`src/rtl/pat_lock_pkg.sv`:
```
package pat_lock_pkg;

  localparam int STATE_W = 3;

  // Each state names the recent history that still matters.
  typedef enum logic [STATE_W-1:0] {
    ST_START  = 3'd0, // nothing sampled yet
    ST_TAIL0  = 3'd1, // ends in 0, bit before was not 1
    ST_TAIL01 = 3'd2, // ends in 0,1
    ST_HIT    = 3'd3, // ends in 0,1,0 : output asserted
    ST_TAIL1  = 3'd4, // ends in 1, bit before was not 0
    ST_TAIL10 = 3'd5, // ends in 1,0 without a preceding 0
    ST_LOCK   = 3'd6  // 1,0,0 seen : absorbing
  } det_state_e;

endpackage

```
`src/rtl/pat_lock_rst_sync.sv`:
```
module pat_lock_rst_sync #(
  parameter int STAGES = 2
) (
  input  logic clk,
  input  logic rst_n,
  output logic rst_sync_n
);

  logic [STAGES-1:0] chain_q;

  // Assertion is immediate; release is pipelined through STAGES flops.
  always_ff @(posedge clk or negedge rst_n) begin
    if (!rst_n) begin
      chain_q <= '0;
    end else begin
      chain_q <= {chain_q[STAGES-2:0], 1'b1};
    end
  end

  assign rst_sync_n = chain_q[STAGES-1];

endmodule

```
`src/rtl/pat_lock_next.sv`:
```
module pat_lock_next
  import pat_lock_pkg::*;
(
  input  det_state_e state_q,
  input  logic       x_in,
  output det_state_e state_d,
  output logic       z_d
);

  always_comb begin
    state_d = state_q;
    unique case (state_q)
      ST_START:  state_d = x_in ? ST_TAIL1  : ST_TAIL0;
      ST_TAIL0:  state_d = x_in ? ST_TAIL01 : ST_TAIL0;
      ST_TAIL01: state_d = x_in ? ST_TAIL1  : ST_HIT;
      ST_HIT:    state_d = x_in ? ST_TAIL01 : ST_LOCK;
      ST_TAIL1:  state_d = x_in ? ST_TAIL1  : ST_TAIL10;
      ST_TAIL10: state_d = x_in ? ST_TAIL01 : ST_LOCK;
      ST_LOCK:   state_d = ST_LOCK;
      default:   state_d = ST_LOCK;
    endcase
  end

  // Moore decode of the state about to be entered.
  assign z_d = (state_d == ST_HIT);

endmodule

```
`src/rtl/pat_lock_regs.sv`:
```
module pat_lock_regs
  import pat_lock_pkg::*;
(
  input  logic       clk,
  input  logic       rst_n,
  input  logic       adv_en,
  input  det_state_e state_d,
  input  logic       z_d,
  output det_state_e state_q,
  output logic       z_q
);

  always_ff @(posedge clk or negedge rst_n) begin
    if (!rst_n) begin
      state_q <= ST_START;
      z_q     <= 1'b0;
    end else if (adv_en) begin
      state_q <= state_d;
      z_q     <= z_d;
    end
  end

endmodule

```
`src/rtl/pat_lock_detector.sv`:
```
module pat_lock_detector
  import pat_lock_pkg::*;
#(
  parameter int RST_STAGES = 2
) (
  input  logic clk,
  input  logic rst_n,
  input  logic x_in,
  output logic z_out
);

  logic       rst_sync_n;
  det_state_e state_q;
  det_state_e state_d;
  logic       z_d;
  logic       z_q;

  pat_lock_rst_sync #(.STAGES(RST_STAGES)) u_rst (
    .clk        (clk),
    .rst_n      (rst_n),
    .rst_sync_n (rst_sync_n)
  );

  pat_lock_next u_next (
    .state_q (state_q),
    .x_in    (x_in),
    .state_d (state_d),
    .z_d     (z_d)
  );

  // One bit per clock: the enable is permanently on.
  pat_lock_regs u_regs (
    .clk     (clk),
    .rst_n   (rst_sync_n),
    .adv_en  (1'b1),
    .state_d (state_d),
    .z_d     (z_d),
    .state_q (state_q),
    .z_q     (z_q)
  );

  assign z_out = z_q;

endmodule

```
`config.mk`:
```
export PLATFORM = sky130hd
export DESIGN_NAME = pat_lock_detector
export DESIGN_NICKNAME = d
export VERILOG_FILES = /design/src/rtl/pat_lock_pkg.sv /design/src/rtl/pat_lock_rst_sync.sv /design/src/rtl/pat_lock_next.sv /design/src/rtl/pat_lock_regs.sv /design/src/rtl/pat_lock_detector.sv
export SDC_FILE = /design/constraint.sdc
export NUM_CORES = 1
export LEC_CHECK = 0
export ABC_AREA = 1
export CORE_AREA = 2 2 39 41
export DETAILED_ROUTE_END_ITERATION = 6
export DIE_AREA = 0 0 41 43
export PLACE_DENSITY = 0.44
export SYNTH_ARGS = -nofsm -noshare
export SYNTH_HDL_FRONTEND = slang
export SYNTH_HIERARCHICAL = 1
export SYNTH_SLANG_ARGS = --single-unit
```
`constraint.sdc`:
```
create_clock -name clk -period 0.8 [get_ports clk]
set_clock_uncertainty 0.2 [all_clocks]
set_input_delay 0.16 -clock clk [delete_from_list [all_inputs] [get_ports clk]]
set_output_delay 0.16 -clock clk [all_outputs]
set_load 0.005 [all_outputs]
```
==> results_dict.tcl, run 1 <==
set metrics [dict create \
    path_clk_slew_ns 0.04 \
    rrSetupSlack_ns -0.29 \
    ir_drop_v 0.001136 \
    grt_pass1_vias 205 \
    critical_path_required_ns 0.77 \
    grt_pass1_wl_um 765 \
    ys_seq_area_share_pct 53.57 \
    final_net_count 54 \
    p_per_area_mw_per_mm2 2203 \
    async_flop_share_pct 100.0 \
    finalHoldViolCount 6 \
    fp.dieH_um 43 \
    gp_congestion 0.6151 \
    synth_cell_types 8 \
    syn_inst 39 \
    start_util_pct 20.25 \
    initialDrtViolationCount 6 \
    max_freq_mhz 916.7 \
    place_area_um2 347.8 \
    place_ws_ns -0.5767 \
    grtUsageTotal_pct 6.396 \
    crit_arrival_ns 1.07 \
    ys_ff_latch 6 \
    hp-class "reg2async" \
    cts.sinks 6 \
    core-area_mm2 0.001384 \
    layout_setup_ws_ns -0.2909 \
    grt_overflow_total 0 \
    postRouteAntennaNets 0 \
    cp-start-kind "flip-flop" \
    area_growth_pct 29.91 \
    finalCriticalPeriod_ns 1.091 \
    io_pins 4 \
    drc 0 \
    setup.worst_path.end_class "flip-flop" \
    cts-root-buf "clkbuf_4" \
    drive_gt1_share_pct 14.29 \
    rsz0062_at_grt "yes" \
    yosys.area.top_type "dfrtp_1" \
    crit_start "u_regs/state_q[0]$_DFFE_PN0P_" \
    timing.hold.ws_ns -0.1444 \
    setup_violations 5 \
    rr_startpoint "u_regs/state_q[0]$_DFFE_PN0P_" \
    status "finished, violations left" \
    slew_violations 0 \
    cts_tree "done" \
    wl_per_cell_um 6.969 \
    final_cell_area_um2 364.1 \
    p_leak_uw 0.0002130 \
    wl_um 453 \
    grt_max_degree 7 \
    syn_area_um2 280.3 \
    port_buffers 3 \
    violations "negative hold slack, negative setup slack" \
    synthTopCellsByArea "dfrtp_1 (54%), nand2_1 (27%), nor2_1 (5.4%)" \
    antenna_found_initial 0 \
    yosysWarnings 6 \
    p_total_uw 802.1 \
    path_class "reg2reg" \
    dp_hpwl_um 351.4 \
    die_w_um 41 \
    r2r-end "u_regs/z_q$_DFFE_PN0P_" \
    vias 225 \
    synth_edf_count 0 \
    maxCapViolations 0 \
    clkLatencyLatePin_ns 0.23 \
    antenna_cells 0 \
    netlist.area_leader.share_pct 53.57 \
    rows 14 \
    die_area_mm2 0.001763 \
    cp_max_fo 6 \
    r2r.worst_path.cells 4 \
    numCtsBuffers 3 \
    fin_tns_setup_ns -1.364 \
    synth_ff_type "dfrtp_1" \
    via_per_inst 3.462 \
    cts_buffer_depth 2 \
    finalCritPeriodShare_pct 136.4 \
    dr.pass1.iters 4 \
    synthTopCellsByCount "nand2_1 (20), dfrtp_1 (6), nor2_1 (4), inv_1 (3)" \
    cts-htree-levels 1 \
    synth.most_common_cell "nand2_1" \
    syn_avg_cell_area_um2 7.186 \
]
==> worst max-delay path: stages (launching register included) <==
cell,delay (ns)
dfrtp_1,0.42
nand3b_1,0.17
nor2_1,0.12
nand2_1,0.06
nand2_1,0.05
==> registers in the layout (all words and copies together) (netlist names) <==
name and flops:
u_regs/z_q 1, u_rst/chain_q 2, u_regs/state_q 3
==> cells by family (layout without fill, tap and decap cells) <==
group                  count (synthesis)  count (layout)  synth area share [%]
flip-flops                             6               6                 53.57
other                                  2               6                 2.680
AO/OA/AOI/OAI                          2               2                 3.572
buffers and inverters                  4              10                 5.356
AND/OR/NAND/NOR                       25              25                 34.82
==> report_power, final <==
group / leakage [µW] / internal, µW / switching (µW)
logic: 0.000125 / 64.3 / 81.2
registers: 0.0000738 / 347 / 46.4
clock network: 0.0000138 / 169 / 94.8
total: 0.000213 / 580 / 222
==> cell usage in the layout (no fill, tap or decap) <==
master           Yosys  final
clkbuf_4             0      3
o21ai_1              0      1
nand2_1             20     19
dfrtp_1              6      6
conb_1               2      6
buf_2                0      1
dlygate4sd2_1        0      1
clkdlybuf4s50_1      0      1
inv_1                3      2
nand3b_1             1      1
nand2_2              0      1
nor2_1               4      4
inv_2                1      2
o21ai_0              2      1
==> routing by layer <==
metal / GRT usage [%] / vias up / share of wire, %
met5: 0 / - / 0
met4: 0 / 0 / 0
met3: 4.712 / 0 / 4.4
met2: 8.125 / 3 / 40
met1: 9.333 / 93 / 55
li1: - / 129 / -
==> what timing repair did <==
item	4_1_cts	5_1_grt
setup buffers	0	0
pin swaps	8	7
gates cloned	0	0
hold endpoints to repair	6	6
endpoints found under the setup margin	5	5
gates resized for setup	5	0
==> cell type report <==
type	instances	area (µm²)
Fill cell	153	1020
Sequential cell	6	150.1
Multi-Input combinational cell	33	132.6
Timing Repair Buffer	3	23.77
Clock buffer	3	22.52
Tap cell	16	20.02
Inverter	4	15.01
==> worst max-delay path by stage <==
| stage | end | slack [ns] | depth (start not counted) |
|---|---|---|---|
| 6_report | u_regs/z_q$_DFFE_PN0P_ | -0.29 | 4 |
| 5_1_grt | u_regs/state_q[1]$_DFFE_PN0P_ | -0.35 | 6 |
| 2_1_floorplan | z_out | 0.08 | 0 |
| 4_1_cts | z_out | -0.29 | 1 |
| 3_5_place_dp | u_regs/state_q[2]$_DFFE_PN0P_ | -0.58 | 6 |
| 3_3_place_gp | u_regs/state_q[2]$_DFFE_PN0P_ | -0.59 | 6 |
==> per-stage QoR <==
| step | std cells | util, % |
|---|---|---|
| 6_report | 65 | 26.31 |
| 5_1_grt | 65 | 26.31 |
| 4_1_cts | 65 | 26.31 |
| 3_5_place_dp | 62 | 25.14 |
| 3_3_place_gp | 62 | 25.14 |
| 2_1_floorplan | 43 | - |
Power figures use the tool's default switching activity.
==> run 2, diff against run 1 <==
- PLACE_DENSITY: 0.44 -> unset
==> results_dict.tcl, run 2 (synthesis results as in run 1) <==
set metrics [dict create \
    status "finished, violations left" \
    violations "negative hold slack, negative setup slack" \
    largest-register "u_regs/state_q" \
    rsz0062_at_grt "yes" \
    place_ws_ns -0.5762 \
    gp_congestion 0.6763 \
    cts.sinks 6 \
    p_sw_share_pct 27.56 \
    slew_violations 0 \
    path_cells "buf_2" \
    drc 0 \
    setup.worst_path.end_class "primary output" \
    setup_violations 5 \
    cts_buffer_depth 2 \
    r2r.worst_path.cells 6 \
    cpPeakStageDelay_ns 0.36 \
    clkLatencyLatePin_ns 0.24 \
    initialDrtViolationCount 2 \
    p_leak_uw 0.0002130 \
    io_pins 4 \
    finalCriticalPeriod_ns 1.086 \
    cts-root-buf "clkbuf_4" \
    n_fill_cell 149 \
    max_freq_mhz 921.1 \
    antenna_cells 0 \
    cp_max_fo 2 \
    grt_max_degree 7 \
    grt_pass1_vias 189 \
    ir_drop_v 0.0009789 \
    clkPwrFrac_pct 32.7 \
    port_buffers 3 \
    postRouteAntennaNets 0 \
    critical_path_required_ns 0.44 \
    cts_tree "done" \
    multiInputGateArea_um2 132.6 \
    grtUsageTotal_pct 6.802 \
    finalCritPeriodShare_pct 135.7 \
    cts-htree-levels 1 \
    drive_gt1_share_pct 14.29 \
    largest_registers "u_regs/state_q (3), u_rst/chain_q (2), u_regs/z_q (1)" \
    cp-start-kind "flip-flop" \
    via_per_inst 3.477 \
    crit_family "flip-flops" \
    worstSetupPathDepth 1 \
    layout_common_cells "nand2_1 (19), conb_1 (6), dfrtp_1 (6), nor2_1 (4), clkbuf_4 (3)" \
    timing.hold.ws_ns -0.1464 \
    seq_area_um2 150.1 \
    fin_tns_setup_ns -1.312 \
    power.internal_uw 579.2 \
    wl_um 449 \
    numCtsBuffers 3 \
    start_util_pct 20.25 \
    area_growth_pct 29.91 \
    vias 226 \
    die_area_mm2 0.001763 \
    crit_start "u_regs/z_q$_DFFE_PN0P_" \
    slowest_stage "dfrtp_1" \
    layout_setup_ws_ns -0.2856 \
    path_clk_slew_ns 0.04 \
    dr.pass1.iters 2 \
    rrSetupSlack_ns -0.28 \
    finalHoldViolCount 6 \
    largest_register_ffs 3 \
    wl_per_cell_um 6.908 \
    fp.dieH_um 43 \
    p_per_area_mw_per_mm2 2196 \
    rr_startpoint "u_regs/state_q[0]$_DFFE_PN0P_" \
    p_switching_uw 220.3 \
    dp_hpwl_um 365.1 \
    crit_arrival_ns 0.73 \
    hp-class "reg2async" \
    core-area_mm2 0.001384 \
    path_class "reg2out" \
    grt_pass1_wl_um 759 \
    rows 14 \
    worstSetupEndpoint "z_out" \
    maxCapViolations 0 \
    p_seq_share_pct 49.4 \
    antenna_found_initial 0 \
    final_net_count 54 \
    grt_overflow_total 0 \
    r2r-end "u_regs/state_q[2]$_DFFE_PN0P_" \
    die_w_um 41 \
    layout_commonest_cell "nand2_1" \
    p_comb_share_pct 17.9 \
    crit_buf_inv 1 \
]
run 2: cell counts in the layout (fill, tap and decap cells not counted):
Identical to the previous run, type by type.
run 2: power by group through the flow:
stage	Clock [µW]	Combinational, µW	Sequential (µW)
global route	293	169	401
detailed placement	0	148	399
global placement	0	148	396
CTS	284	143	395
floorplan	0	111	388
finish	262	143	395
run 2: worst min path at each step:
stage / startpoint / endpoint / slack [ns] / cells past startpoint
final: u_rst/chain_q[1]$_DFF_PN0_ / u_regs/state_q[1]$_DFFE_PN0P_ / -0.15 / 0
after global placement: u_rst/chain_q[1]$_DFF_PN0_ / u_regs/state_q[1]$_DFFE_PN0P_ / -0.14 / 0
after global routing: u_rst/chain_q[1]$_DFF_PN0_ / u_regs/state_q[2]$_DFFE_PN0P_ / -0.12 / 0
after CTS: u_rst/chain_q[1]$_DFF_PN0_ / u_regs/state_q[1]$_DFFE_PN0P_ / -0.14 / 0
after detailed placement: u_rst/chain_q[1]$_DFF_PN0_ / u_regs/state_q[1]$_DFFE_PN0P_ / -0.14 / 0
after floorplan: rst_n / u_rst/chain_q[0]$_DFF_PN0_ / -0.34 / 0
run 2: layout make-up:
class,count,area share (%)
flip-flops and latches,6,41.24
multi-input cells,33,36.43
repair buffers,3,6.529
clock buffers,3,6.186
well taps,16,5.498
inverters,4,4.124
run 2: through the flow:
step | cells | area, µm² | utilization, % | total power, µW | hold WS, ns
2_1_floorplan | 43 | 297.8 | - | 498.5 | -0.3356
3_3_place_gp | 62 | 347.8 | 25.14 | 544.7 | -0.1436
3_5_place_dp | 62 | 347.8 | 25.14 | 547.5 | -0.1429
4_1_cts | 65 | 364.1 | 26.31 | 822.0 | -0.1416
5_1_grt | 65 | 364.1 | 26.31 | 863.7 | -0.1193
6_report | 65 | 364.1 | 26.31 | 799.5 | -0.1464
run 2: repair_timing:
| action | in CTS | in global routing |
|---|---|---|
| hold endpoints to repair | 6 | 6 |
| pin swaps | 12 | 2 |
| resized for setup | 5 | 0 |
| setup endpoints to repair | 5 | 5 |
| buffers inserted | 0 | 0 |
run 2: routing by layer:
| layer | routed length, µm | up-vias | global-route usage (%) |
|---|---|---|---|
| met1 | 205 | 92 | 8.333 |
| met3 | 29 | 0 | 3.665 |
| li1 | - | 131 | - |
| met4 | 0 | 0 | 6.000 |
| met2 | 214 | 3 | 8.125 |
| met5 | 0 | - | 0 |
